File: src/rtl/vgather_pkg.sv
package vgather_pkg;
  typedef enum logic [1:0] {
    ST_IDLE = 2'd0,
    ST_IDX  = 2'd1,
    ST_SRC  = 2'd2,
    ST_WR   = 2'd3
  } vg_state_e;
endpackage

File: src/rtl/vgather_rf.sv
module vgather_rf #(
  parameter int NREGS = 16,
  parameter int DW    = 8,
  parameter int AW    = $clog2(NREGS)
) (
  input  logic          clk_i,
  input  logic          rst_ni,
  input  logic          busy_i,
  input  logic [AW-1:0] int_raddr_i,
  output logic [DW-1:0] int_rdata_o,
  input  logic          int_we_i,
  input  logic [AW-1:0] int_waddr_i,
  input  logic [DW-1:0] int_wdata_i,
  input  logic          acc_we_i,
  input  logic [AW-1:0] acc_waddr_i,
  input  logic [DW-1:0] acc_wdata_i,
  input  logic [AW-1:0] acc_raddr_i,
  output logic [DW-1:0] acc_rdata_o
);
  logic [DW-1:0] regs_q [NREGS];
  logic          acc_ok;

  assign acc_ok = acc_we_i && !busy_i;

  always_ff @(posedge clk_i or negedge rst_ni) begin
    if (!rst_ni) begin
      for (int r = 0; r < NREGS; r++) regs_q[r] <= '0;
    end else begin
      for (int r = 0; r < NREGS; r++) begin
        if (int_we_i && int_waddr_i == AW'(r)) regs_q[r] <= int_wdata_i;
        else if (acc_ok && acc_waddr_i == AW'(r)) regs_q[r] <= acc_wdata_i;
      end
    end
  end

  assign int_rdata_o = regs_q[int_raddr_i];
  assign acc_rdata_o = regs_q[acc_raddr_i];
endmodule

File: src/rtl/vgather_hazard.sv
module vgather_hazard #(
  parameter int NREGS      = 16,
  parameter int AW         = $clog2(NREGS),
  parameter int VLW        = AW + 1,
  parameter bit ROUND_POW2 = 1'b1
) (
  input  logic             active_i,
  input  logic [AW-1:0]    base_i,
  input  logic [VLW-1:0]   len_i,
  output logic [NREGS-1:0] mask_o
);
  logic [VLW-1:0] span;

  generate
    if (ROUND_POW2) begin : g_round
      always_comb begin
        span = '0;
        if (len_i != '0) begin
          for (int k = AW; k >= 0; k--) begin
            if ((VLW'(1) << k) >= len_i) span = VLW'(1) << k;
          end
        end
      end
    end else begin : g_exact
      assign span = len_i;
    end
  endgenerate

  for (genvar r = 0; r < NREGS; r++) begin : g_bit
    logic [AW-1:0] off;
    assign off       = AW'(r) - base_i;
    assign mask_o[r] = active_i && ({1'b0, off} < span);
  end
endmodule

File: src/rtl/vgather_ctrl.sv
module vgather_ctrl
  import vgather_pkg::*;
#(
  parameter int AW  = 4,
  parameter int DW  = 8,
  parameter int VLW = AW + 1
) (
  input  logic           clk_i,
  input  logic           rst_ni,
  input  logic           start_i,
  input  logic [VLW-1:0] vl_i,
  input  logic [AW-1:0]  rs1_i,
  input  logic [AW-1:0]  rs2_i,
  input  logic [AW-1:0]  rd_i,
  output logic [AW-1:0]  rf_raddr_o,
  input  logic [DW-1:0]  rf_rdata_i,
  output logic           rf_we_o,
  output logic [AW-1:0]  rf_waddr_o,
  output logic [DW-1:0]  rf_wdata_o,
  output logic           busy_o,
  output logic           done_o,
  output logic           trap_o,
  output logic [VLW-1:0] trap_elem_o,
  output logic [VLW-1:0] vl_o,
  output logic [AW-1:0]  rs2_o
);
  localparam int CW = (DW > VLW) ? DW : VLW;

  vg_state_e      state_q;
  logic [VLW-1:0] elem_q, vl_q;
  logic [AW-1:0]  rs1_q, rs2_q, rd_q, idx_q;
  logic [DW-1:0]  data_q;
  logic           done_q, trap_q;
  logic [VLW-1:0] trap_elem_q;
  logic           idx_bad, last_elem;

  assign idx_bad   = CW'(rf_rdata_i) >= CW'(vl_q);
  assign last_elem = (elem_q == vl_q - VLW'(1));

  // index fetch and source fetch share the single internal read port
  assign rf_raddr_o = (state_q == ST_IDX) ? rs1_q + elem_q[AW-1:0] : rs2_q + idx_q;
  assign rf_we_o    = (state_q == ST_WR);
  assign rf_waddr_o = rd_q + elem_q[AW-1:0];
  assign rf_wdata_o = data_q;

  always_ff @(posedge clk_i or negedge rst_ni) begin
    if (!rst_ni) begin
      state_q     <= ST_IDLE;
      elem_q      <= '0;
      vl_q        <= '0;
      rs1_q       <= '0;
      rs2_q       <= '0;
      rd_q        <= '0;
      idx_q       <= '0;
      data_q      <= '0;
      done_q      <= 1'b0;
      trap_q      <= 1'b0;
      trap_elem_q <= '0;
    end else begin
      done_q <= 1'b0;
      unique case (state_q)
        ST_IDLE: begin
          if (start_i) begin
            vl_q        <= vl_i;
            rs1_q       <= rs1_i;
            rs2_q       <= rs2_i;
            rd_q        <= rd_i;
            elem_q      <= '0;
            trap_q      <= 1'b0;
            trap_elem_q <= '0;
            if (vl_i == '0) done_q <= 1'b1;
            else            state_q <= ST_IDX;
          end
        end
        ST_IDX: begin
          if (idx_bad) begin
            trap_q      <= 1'b1;
            trap_elem_q <= elem_q;
            done_q      <= 1'b1;
            state_q     <= ST_IDLE;
          end else begin
            idx_q   <= AW'(rf_rdata_i);
            state_q <= ST_SRC;
          end
        end
        ST_SRC: begin
          data_q  <= rf_rdata_i;
          state_q <= ST_WR;
        end
        ST_WR: begin
          if (last_elem) begin
            done_q  <= 1'b1;
            state_q <= ST_IDLE;
          end else begin
            elem_q  <= elem_q + VLW'(1);
            state_q <= ST_IDX;
          end
        end
        default: state_q <= ST_IDLE;
      endcase
    end
  end

  assign busy_o      = (state_q != ST_IDLE);
  assign done_o      = done_q;
  assign trap_o      = trap_q;
  assign trap_elem_o = trap_elem_q;
  assign vl_o        = vl_q;
  assign rs2_o       = rs2_q;
endmodule

File: src/rtl/vgather_unit.sv
module vgather_unit #(
  parameter int NREGS      = 16,
  parameter int DW         = 8,
  parameter bit ROUND_POW2 = 1'b1
) (
  input  logic                       clk_i,
  input  logic                       rst_ni,
  input  logic                       start_i,
  input  logic [$clog2(NREGS):0]     vl_i,
  input  logic [$clog2(NREGS)-1:0]   rs1_i,
  input  logic [$clog2(NREGS)-1:0]   rs2_i,
  input  logic [$clog2(NREGS)-1:0]   rd_i,
  output logic                       busy_o,
  output logic                       done_o,
  output logic                       trap_o,
  output logic [$clog2(NREGS):0]     trap_elem_o,
  output logic [NREGS-1:0]           hazard_mask_o,
  input  logic                       acc_we_i,
  input  logic [$clog2(NREGS)-1:0]   acc_waddr_i,
  input  logic [DW-1:0]              acc_wdata_i,
  input  logic [$clog2(NREGS)-1:0]   acc_raddr_i,
  output logic [DW-1:0]              acc_rdata_o
);
  localparam int AW  = $clog2(NREGS);
  localparam int VLW = AW + 1;

  logic [AW-1:0]  rf_raddr, rf_waddr, rs2_q;
  logic [DW-1:0]  rf_rdata, rf_wdata;
  logic           rf_we;
  logic [VLW-1:0] vl_q;

  vgather_ctrl #(.AW(AW), .DW(DW), .VLW(VLW)) u_ctrl (
    .clk_i       (clk_i),
    .rst_ni      (rst_ni),
    .start_i     (start_i),
    .vl_i        (vl_i),
    .rs1_i       (rs1_i),
    .rs2_i       (rs2_i),
    .rd_i        (rd_i),
    .rf_raddr_o  (rf_raddr),
    .rf_rdata_i  (rf_rdata),
    .rf_we_o     (rf_we),
    .rf_waddr_o  (rf_waddr),
    .rf_wdata_o  (rf_wdata),
    .busy_o      (busy_o),
    .done_o      (done_o),
    .trap_o      (trap_o),
    .trap_elem_o (trap_elem_o),
    .vl_o        (vl_q),
    .rs2_o       (rs2_q)
  );

  vgather_rf #(.NREGS(NREGS), .DW(DW), .AW(AW)) u_rf (
    .clk_i       (clk_i),
    .rst_ni      (rst_ni),
    .busy_i      (busy_o),
    .int_raddr_i (rf_raddr),
    .int_rdata_o (rf_rdata),
    .int_we_i    (rf_we),
    .int_waddr_i (rf_waddr),
    .int_wdata_i (rf_wdata),
    .acc_we_i    (acc_we_i),
    .acc_waddr_i (acc_waddr_i),
    .acc_wdata_i (acc_wdata_i),
    .acc_raddr_i (acc_raddr_i),
    .acc_rdata_o (acc_rdata_o)
  );

  vgather_hazard #(.NREGS(NREGS), .AW(AW), .VLW(VLW), .ROUND_POW2(ROUND_POW2)) u_haz (
    .active_i (busy_o),
    .base_i   (rs2_q),
    .len_i    (vl_q),
    .mask_o   (hazard_mask_o)
  );
endmodule

File: config.mk
export PLATFORM = sky130hd
export DESIGN_NAME = vgather_unit
export DESIGN_NICKNAME = d
export VERILOG_FILES = /design/src/rtl/vgather_pkg.sv /design/src/rtl/vgather_rf.sv /design/src/rtl/vgather_hazard.sv /design/src/rtl/vgather_ctrl.sv /design/src/rtl/vgather_unit.sv
export SDC_FILE = /design/constraint.sdc
export NUM_CORES = 1
export LEC_CHECK = 0
export ABC_AREA = 1
export BUFFER_PORTS_ARGS = -buffer_cell sky130_fd_sc_hd__buf_2
export CAP_MARGIN = 25
export CELL_PAD_IN_SITES_DETAIL_PLACEMENT = 0
export CELL_PAD_IN_SITES_GLOBAL_PLACEMENT = 1
export CORE_AREA = 2 2 110 219
export CTS_CLUSTER_DIAMETER = 150
export DETAILED_ROUTE_END_ITERATION = 16
export DIE_AREA = 0 0 112 221
export GPL_TIMING_DRIVEN = 1
export HOLD_SLACK_MARGIN = 0.12
export PLACE_DENSITY = 0.92
export SKIP_CTS_REPAIR_TIMING = 1
export SYNTH_ARGS = -nofsm -noshare
export SYNTH_HDL_FRONTEND = slang
export SYNTH_SLANG_ARGS = --single-unit
File: constraint.sdc
create_clock -name clk_i -period 7 [get_ports clk_i]
set_input_delay 0 -clock clk_i [delete_from_list [all_inputs] [get_ports clk_i]]
set_output_delay 0 -clock clk_i [all_outputs]
set_load 0.01 [all_outputs]
---- Yosys cells after proc, flatten, opt, wreduce, memory -nomap -nowiden ----
Index checks and enable logic that the tools add are counted.
storage, ports and cells
  flip-flop bits (word level) ............. 171
  output and inout bits ................... 32
  input port bits ......................... 37
  logic and storage cells ................. 255
operators by class
  magnitude comparators ................... 24
  bitwise operators ....................... 3
  add/subtract/negate cells ............... 21
  equality and inequality tests ........... 38
  reductions and logical operators ........ 79
  muxes and demuxes ....................... 63
operators by type and width
  cell                 count
  $mux 8               36
  $lt 4x5->1           16
  $bmux 8 s4           2
  $eq 4x4->1 const B   16
  $logic_and 1x1->1    49
  $mux 5               9
  $reduce_bool 2->1    19
  $eq 4x3->1 const B   8
  $sub 4x4->4 const A  8
  $pmux 5 s2           2
  $eq 4x2->1 const B   4
  $sub 3x4->4 const A  4
  $add 4x4->4          3
  $ge 5x5->1 const B   2
  $not 4->5            2
  $eq 4x1->1 const B   2
  $ge 8x5->1           1
  $logic_not 4->1      2
  $pmux 2 s4           1
  $sub 1x4->4 const A  2
  $sub 2x4->4 const A  2
  $mux 1               7
  $mux 2               3
  $ne 2x2->1 const B   3
  other kinds (21)     25

---- Depth between registers and ports, before layout ----
  depth after elaboration ................. 9
  mapped depth ............................ 25
  mapped depth without buffers ............ 23

---- By module ----
From an unflattened synthesis, not the netlist that was laid out.
second synthesis, totals
  cell total of the unflattened synthesis .. 2017
  area, all modules ....................... 12802.3 um^2
modules (own cells, without submodules)
  module          area each (um^2)  sequential area each (um^2)  cells an instance  times used
  vgather_rf      9141.3            3203.1                       1511               1
  vgather_ctrl    2507.4            1076.0                       296                1
  vgather_hazard  1153.6            0.0                          210                1

---- Worst setup path after synthesis ----
No wires, ideal clock.
  kind .................................... register to register
  start point ............................. register u_ctrl.elem_q[0]
  end point ............................... register u_ctrl.done_q, in the netlist u_ctrl.done_o
  required time ........................... 6.866 ns
  library setup time ...................... 0.134 ns
  cell stages (with the launch flop) ...... 23
  path slack .............................. 3.589 ns
  buffers on the path ..................... 2
  period minus slack after synthesis ...... 3.411 ns
  data arrival time ....................... 3.277 ns
  path through ............................ dfrtp_1 -> ha_1 -> fa_1 -> o21ai_2 -> buf_2 -> buf_2 -> a21oi_1 -> o21ai_0 -> nand3_1 -> nand3_1 -> nand2_1 -> inv_1 -> ha_1 -> inv_1 -> nand2_1 -> a21oi_1 -> o21ai_0 -> o21ai_0 -> nand2_1 -> nor2_2 -> nand2_2 -> nand2_2 -> o211ai_1
between the ends
  word-level cells in the longest chain between the ends .. 9
  elaborated cells on any way between the ends .. 11
  classes of those cells .................. add/sub (1); order compare (1); eq/ne (1); mux (7); bitwise (1)
ends and longest elaborated chain
  element                                     line                source
  start: declaration                          vgather_ctrl.sv:30  logic [VLW-1:0] elem_q, vl_q;
  start signal: assignment                    vgather_ctrl.sv:95  elem_q <= elem_q + VLW'(1);
  $add 4x4->4                                 vgather_ctrl.sv:41  assign rf_raddr_o = (state_q == ST_IDX) ? rs1_q + elem_q[AW-1:0] : rs2_q + idx_q;
  $mux 4                                      vgather_ctrl.sv:41
  $not 4->5 (not written as such)             vgather_rf.sv:36    assign int_rdata_o = regs_q[int_raddr_i];
  $bmux 8 s4                                  vgather_rf.sv:36
  $mux 8 (not written as such) (2 in series)  vgather_rf.sv:36
  $ge 8x5->1                                  vgather_ctrl.sv:37  assign idx_bad = CW'(rf_rdata_i) >= CW'(vl_q);
  $mux 1                                      vgather_ctrl.sv:76  if (idx_bad) begin
  $pmux 1 s3 *                                vgather_ctrl.sv:61  unique case (state_q)
  end signal: assignment                      vgather_ctrl.sv:60  done_q <= 1'b0;
  end signal: assignment                      vgather_ctrl.sv:71  if (vl_i == '0) done_q <= 1'b1;
  end signal: assignment                      vgather_ctrl.sv:79  done_q <= 1'b1;
  end: declaration                            vgather_ctrl.sv:33  logic done_q, trap_q;
Every way passes the cells marked *; elsewhere a longest branch is shown, timed or not. The select of a mux whose other input is x is not followed.
A chain may end at the register's enable or synchronous reset.

---- Worst setup path after layout ----
Ends and elaborated chain as after synthesis.

==> flow_metrics.py <==
metrics = {
    "pwr": {
        "power_per_cell_area_mw_per_mm2": 558,
        "switching_share_pct": 50.1,
        "power_frac_clock_pct": 13.9,
        "p_seq_share_pct": 26.6,
        "power.internal_mw": 3.50,
        "p_leak_nw": 6.15,
        "peakVddDrop_mv": 0.509,
        "power_mw": 7.01,
        "switchingPower_mw": 3.51,
        "combPwrFrac_pct": 59.5,
    },
    "synthesis": {
        "ys_seq_elements": 171,
        "ys_types": 37,
        "synth_fp_nets": 1588,
        "synth.cell_area_sq_mm": 0.0113,
        "async_flop_share_pct": 100,
        "syn_avg_cell_area_sq_um": 7.60,
        "synth_top_area_cell": "dfrtp_1",
        "synth_edf_count": 0,
        "ys_seq_area_share_pct": 37.7,
        "synth_top_area_share_pct": 37.7,
        "dominantRegCellSynth": "dfrtp_1",
        "yosys_warnings": 0,
        "postSynthCellCount": 1494,
        "synthTopCellsByArea": "dfrtp_1, nand2_1, o221ai_1",
    },
    "timing": {
        "tns_ns": 0,
        "finalSetupViolCount": 0,
        "skew_ns": 0.0102,
        "maxSlewViolCount": 0,
        "fmax_ghz": 0.243,
        "tightest_slew_ns": 1.05,
        "finalCritPeriodShare_pct": 58.9,
        "max_slew_margin_pct": 30.0,
        "min_period_ns": 4.12,
        "rsz0062_at_grt": "no",
        "hold_ws_ns": 0.139,
        "hold_viol": 0,
    },
    "clocking": {
        "h-tree-depth": 4,
        "tritoncts": "yes",
        "cts_buffer_depth": 2,
        "clk_latency_ns": 0.46,
        "cts_buffers": 17,
        "clkSinkCount": 171,
        "clock-root-buffer": "clkbuf_16",
        "cts.reportedPaths.clkPinSlew_ns": 0.07,
    },
    "floorplanning": {
        "coreArea_sq_mm": 0.0231,
        "initial_core_util_pct": 49.1,
        "die_w_microns": 112,
        "ios": 69,
        "dieHeight_microns": 221,
        "num_rows": 79,
        "die_area_sq_mm": 0.0248,
    },
    "worst_setup_path": {
        "critPathTopFamily": "simple AND/OR/NAND/NOR gates",
        "crit_fanout": 71,
        "path_buf_inv": 3,
        "required_ns": 7.31,
        "cp-start-kind": "flop",
        "rr_worst_depth": 21,
        "worst_path_largest_cell_delay_ns": 0.57,
        "path_cells": "ha_1 > nand3_1 > nand2_2 > buf_4 > a21oi_1 > o21ai_0 > nand3_1 > nand3_1 > nand2_1 > inv_1 > ha_1 > inv_1 > nand2_1 > a21oi_1 > o21ai_0 > o21ai_0 > nand2_1 > nor2_2 > nand2_2 > nand2_2 > o211ai_1",
        "critical_path_class": "flop to flop",
        "endpoint_kind": "flop",
        "critPathArrivalTime_ns": 4.43,
        "crit_path_top_delay_cell": "buf_4",
        "cp.depth": 21,
    },
    "placed_design": {
        "placed_cells": 1774,
        "place.gp.congestion": 0.967,
        "portBuffers": 68,
        "hpwl_microns": 29100,
    },
    "global_route": {
        "grt_pass1_wl_microns": 62200,
        "grt_max_degree": 100,
        "overflow": 0,
        "met2_usage_pct": 54.2,
        "grt_util_met1_pct": 34.5,
        "grt_pass1_vias": 11126,
        "antenna_found_initial": 0,
        "grt_usage_pct": 33.0,
        "grt_use_met3_pct": 5.18,
        "busiest_layer": "met2",
    },
    "cells_and_area": {
        "fill_cells": 2251,
        "final_cells": 1822,
        "diodes": 0,
        "syn_to_final_growth_pct": 10.8,
        "drive_above_1_share_pct": 8.38,
        "fin_nets": 1624,
        "final_core_util_pct": 54.3,
    },
    "job": {
        "maxCapViolCount": 0,
    },
    "routing": {
        "drcViolationCount": 0,
        "wire_per_inst_microns": 22.5,
        "first_pass_iters": 6,
        "drtIter0Drc": 1008,
        "drtAntennaViolNets": 0,
        "detailroute.via_count": 11297,
        "via_per_inst": 6.20,
        "drt-total-wl_microns": 41100,
    },
    "hold_path": {
        "hold_path.class": "input port to flop",
        "whs_path_depth": 3,
    },
    "status": {
        "status": "complete, no violations",
    },
}
## worst register-to-register path, stage by stage, from the launching register on
cell	delay (ns)
dfrtp_1	0.48
ha_1	0.34
nand3_1	0.33
nand2_2	0.18
buf_4	0.57
a21oi_1	0.16
o21ai_0	0.11
nand3_1	0.09
nand3_1	0.13
nand2_1	0.10
inv_1	0.13
ha_1	0.24
inv_1	0.06
nand2_1	0.04
a21oi_1	0.11
o21ai_0	0.10
o21ai_0	0.15
nand2_1	0.08
nor2_2	0.15
nand2_2	0.14
nand2_2	0.17
o211ai_1	0.10
## final timing paths
check,startpoint,endpoint,slack [ns]
max,u_ctrl.elem_q[0]$_DFFE_PN0P_,u_ctrl.done_o$_DFF_PN0_,2.88
min,acc_wdata_i[4],u_rf.regs_q[20]$_DFFE_PN0P_,0.14
max reg2reg,u_ctrl.elem_q[0]$_DFFE_PN0P_,u_ctrl.done_o$_DFF_PN0_,2.88
min reg2reg,u_rf.regs_q[20]$_DFFE_PN0P_,u_rf.regs_q[20]$_DFFE_PN0P_,0.50
max in group asynchronous,rst_ni,u_rf.regs_q[45]$_DFFE_PN0P_,5.49
min in group asynchronous,rst_ni,u_rf.regs_q[51]$_DFFE_PN0P_,0.23
## per-layer routing
metal | wire (microns) | part of all wire [%] | up-vias
li1 | - | - | 5229
met1 | 13800 | 34 | 5250
met2 | 19700 | 48 | 587
met3 | 2550 | 6.2 | 231
met4 | 4960 | 12 | 0
met5 | 0 | 0 | -
## flip-flops by register name, summed over array words and instances (netlist names), named ones only
signal / flops
u_ctrl.vl_o: 5
u_ctrl.rf_wdata_o: 8
u_ctrl.elem_q: 5
u_ctrl.trap_o: 1
u_ctrl.state_q: 1
u_ctrl.rs2_o: 4
u_ctrl.trap_elem_o: 5
u_rf.regs_q: 128
u_ctrl.rd_q: 4
u_ctrl.done_o: 1
u_ctrl.rs1_q: 4
u_ctrl.idx_q: 4
## cells by family after synthesis
group / share of synthesized area [%]
AOI/OAI and AO/OA: 24.5
xor gates and xnor gates: 1.78
adders and majority gates: 6.48
buffers and inverters: 9.81
DFF: 37.7
muxes: 0.287
and+or+nand+nor: 19.4
## cell usage in the layout, fill, tap and decap left out, types with 3 or more instances in the layout
cell type / instances
buf_2: 66
fa_1: 3
o21ai_1: 6
clkinv_2: 3
nor2_2: 4
nor3_1: 6
xnor2_1: 7
buf_4: 9
nand2_2: 9
nand2_1: 345
bufinv_16: 3
o211ai_1: 17
dfrtp_1: 171
or2_2: 3
dlygate4sd3_1: 19
xor2_1: 16
clkinv_1: 4
nand3_1: 118
ha_1: 54
a21oi_1: 118
o21bai_1: 20
clkbuf_16: 17
nand4_1: 6
o21ai_2: 3
o21ai_0: 115
inv_2: 3
inv_1: 201
nor2_1: 32
o221ai_1: 142
## synthesized netlist by cell type, types with 6 or more instances
cell type	count
xor2_1	16
o21ai_1	7
xnor2_1	7
inv_1	201
nor2_1	32
o21ai_0	115
nand3_1	118
o211ai_1	17
ha_1	54
nand2_2	9
buf_2	20
dfrtp_1	171
nand4_1	6
nand2_1	345
a21oi_1	118
nor3_1	6
o21bai_1	20
clkbuf_1	54
o221ai_1	142
## through the flow
stage / worst slack (ns) / instance area [sq um]
floorplan: 3.59 / 11300
global placement: 3.01 / 11800
detailed placement: 2.99 / 11800
CTS: 2.96 / 12300
global route: 2.48 / 12600
finish: 2.88 / 12600
## power by group through the flow
stage	sequential [mW]	combinational, mW	clock [mW]
6_report	1.87	4.17	0.972
5_1_grt	1.91	4.71	1.01
4_1_cts	1.85	4.13	0.976
3_5_place_dp	1.86	4.11	0
3_3_place_gp	1.85	4.03	0
2_1_floorplan	1.67	3.12	0
## cell type report
class	instances	area, sq um	area share [%]
inverters	208	781	6.21
well taps	283	354	2.82
multi-input cells	1036	5960	47.4
clock inverters	8	121	0.966
repair buffers	96	627	4.99
flip-flops and latches	171	4280	34.1
clock buffers	20	447	3.55
(Power assumes the default switching activity.)
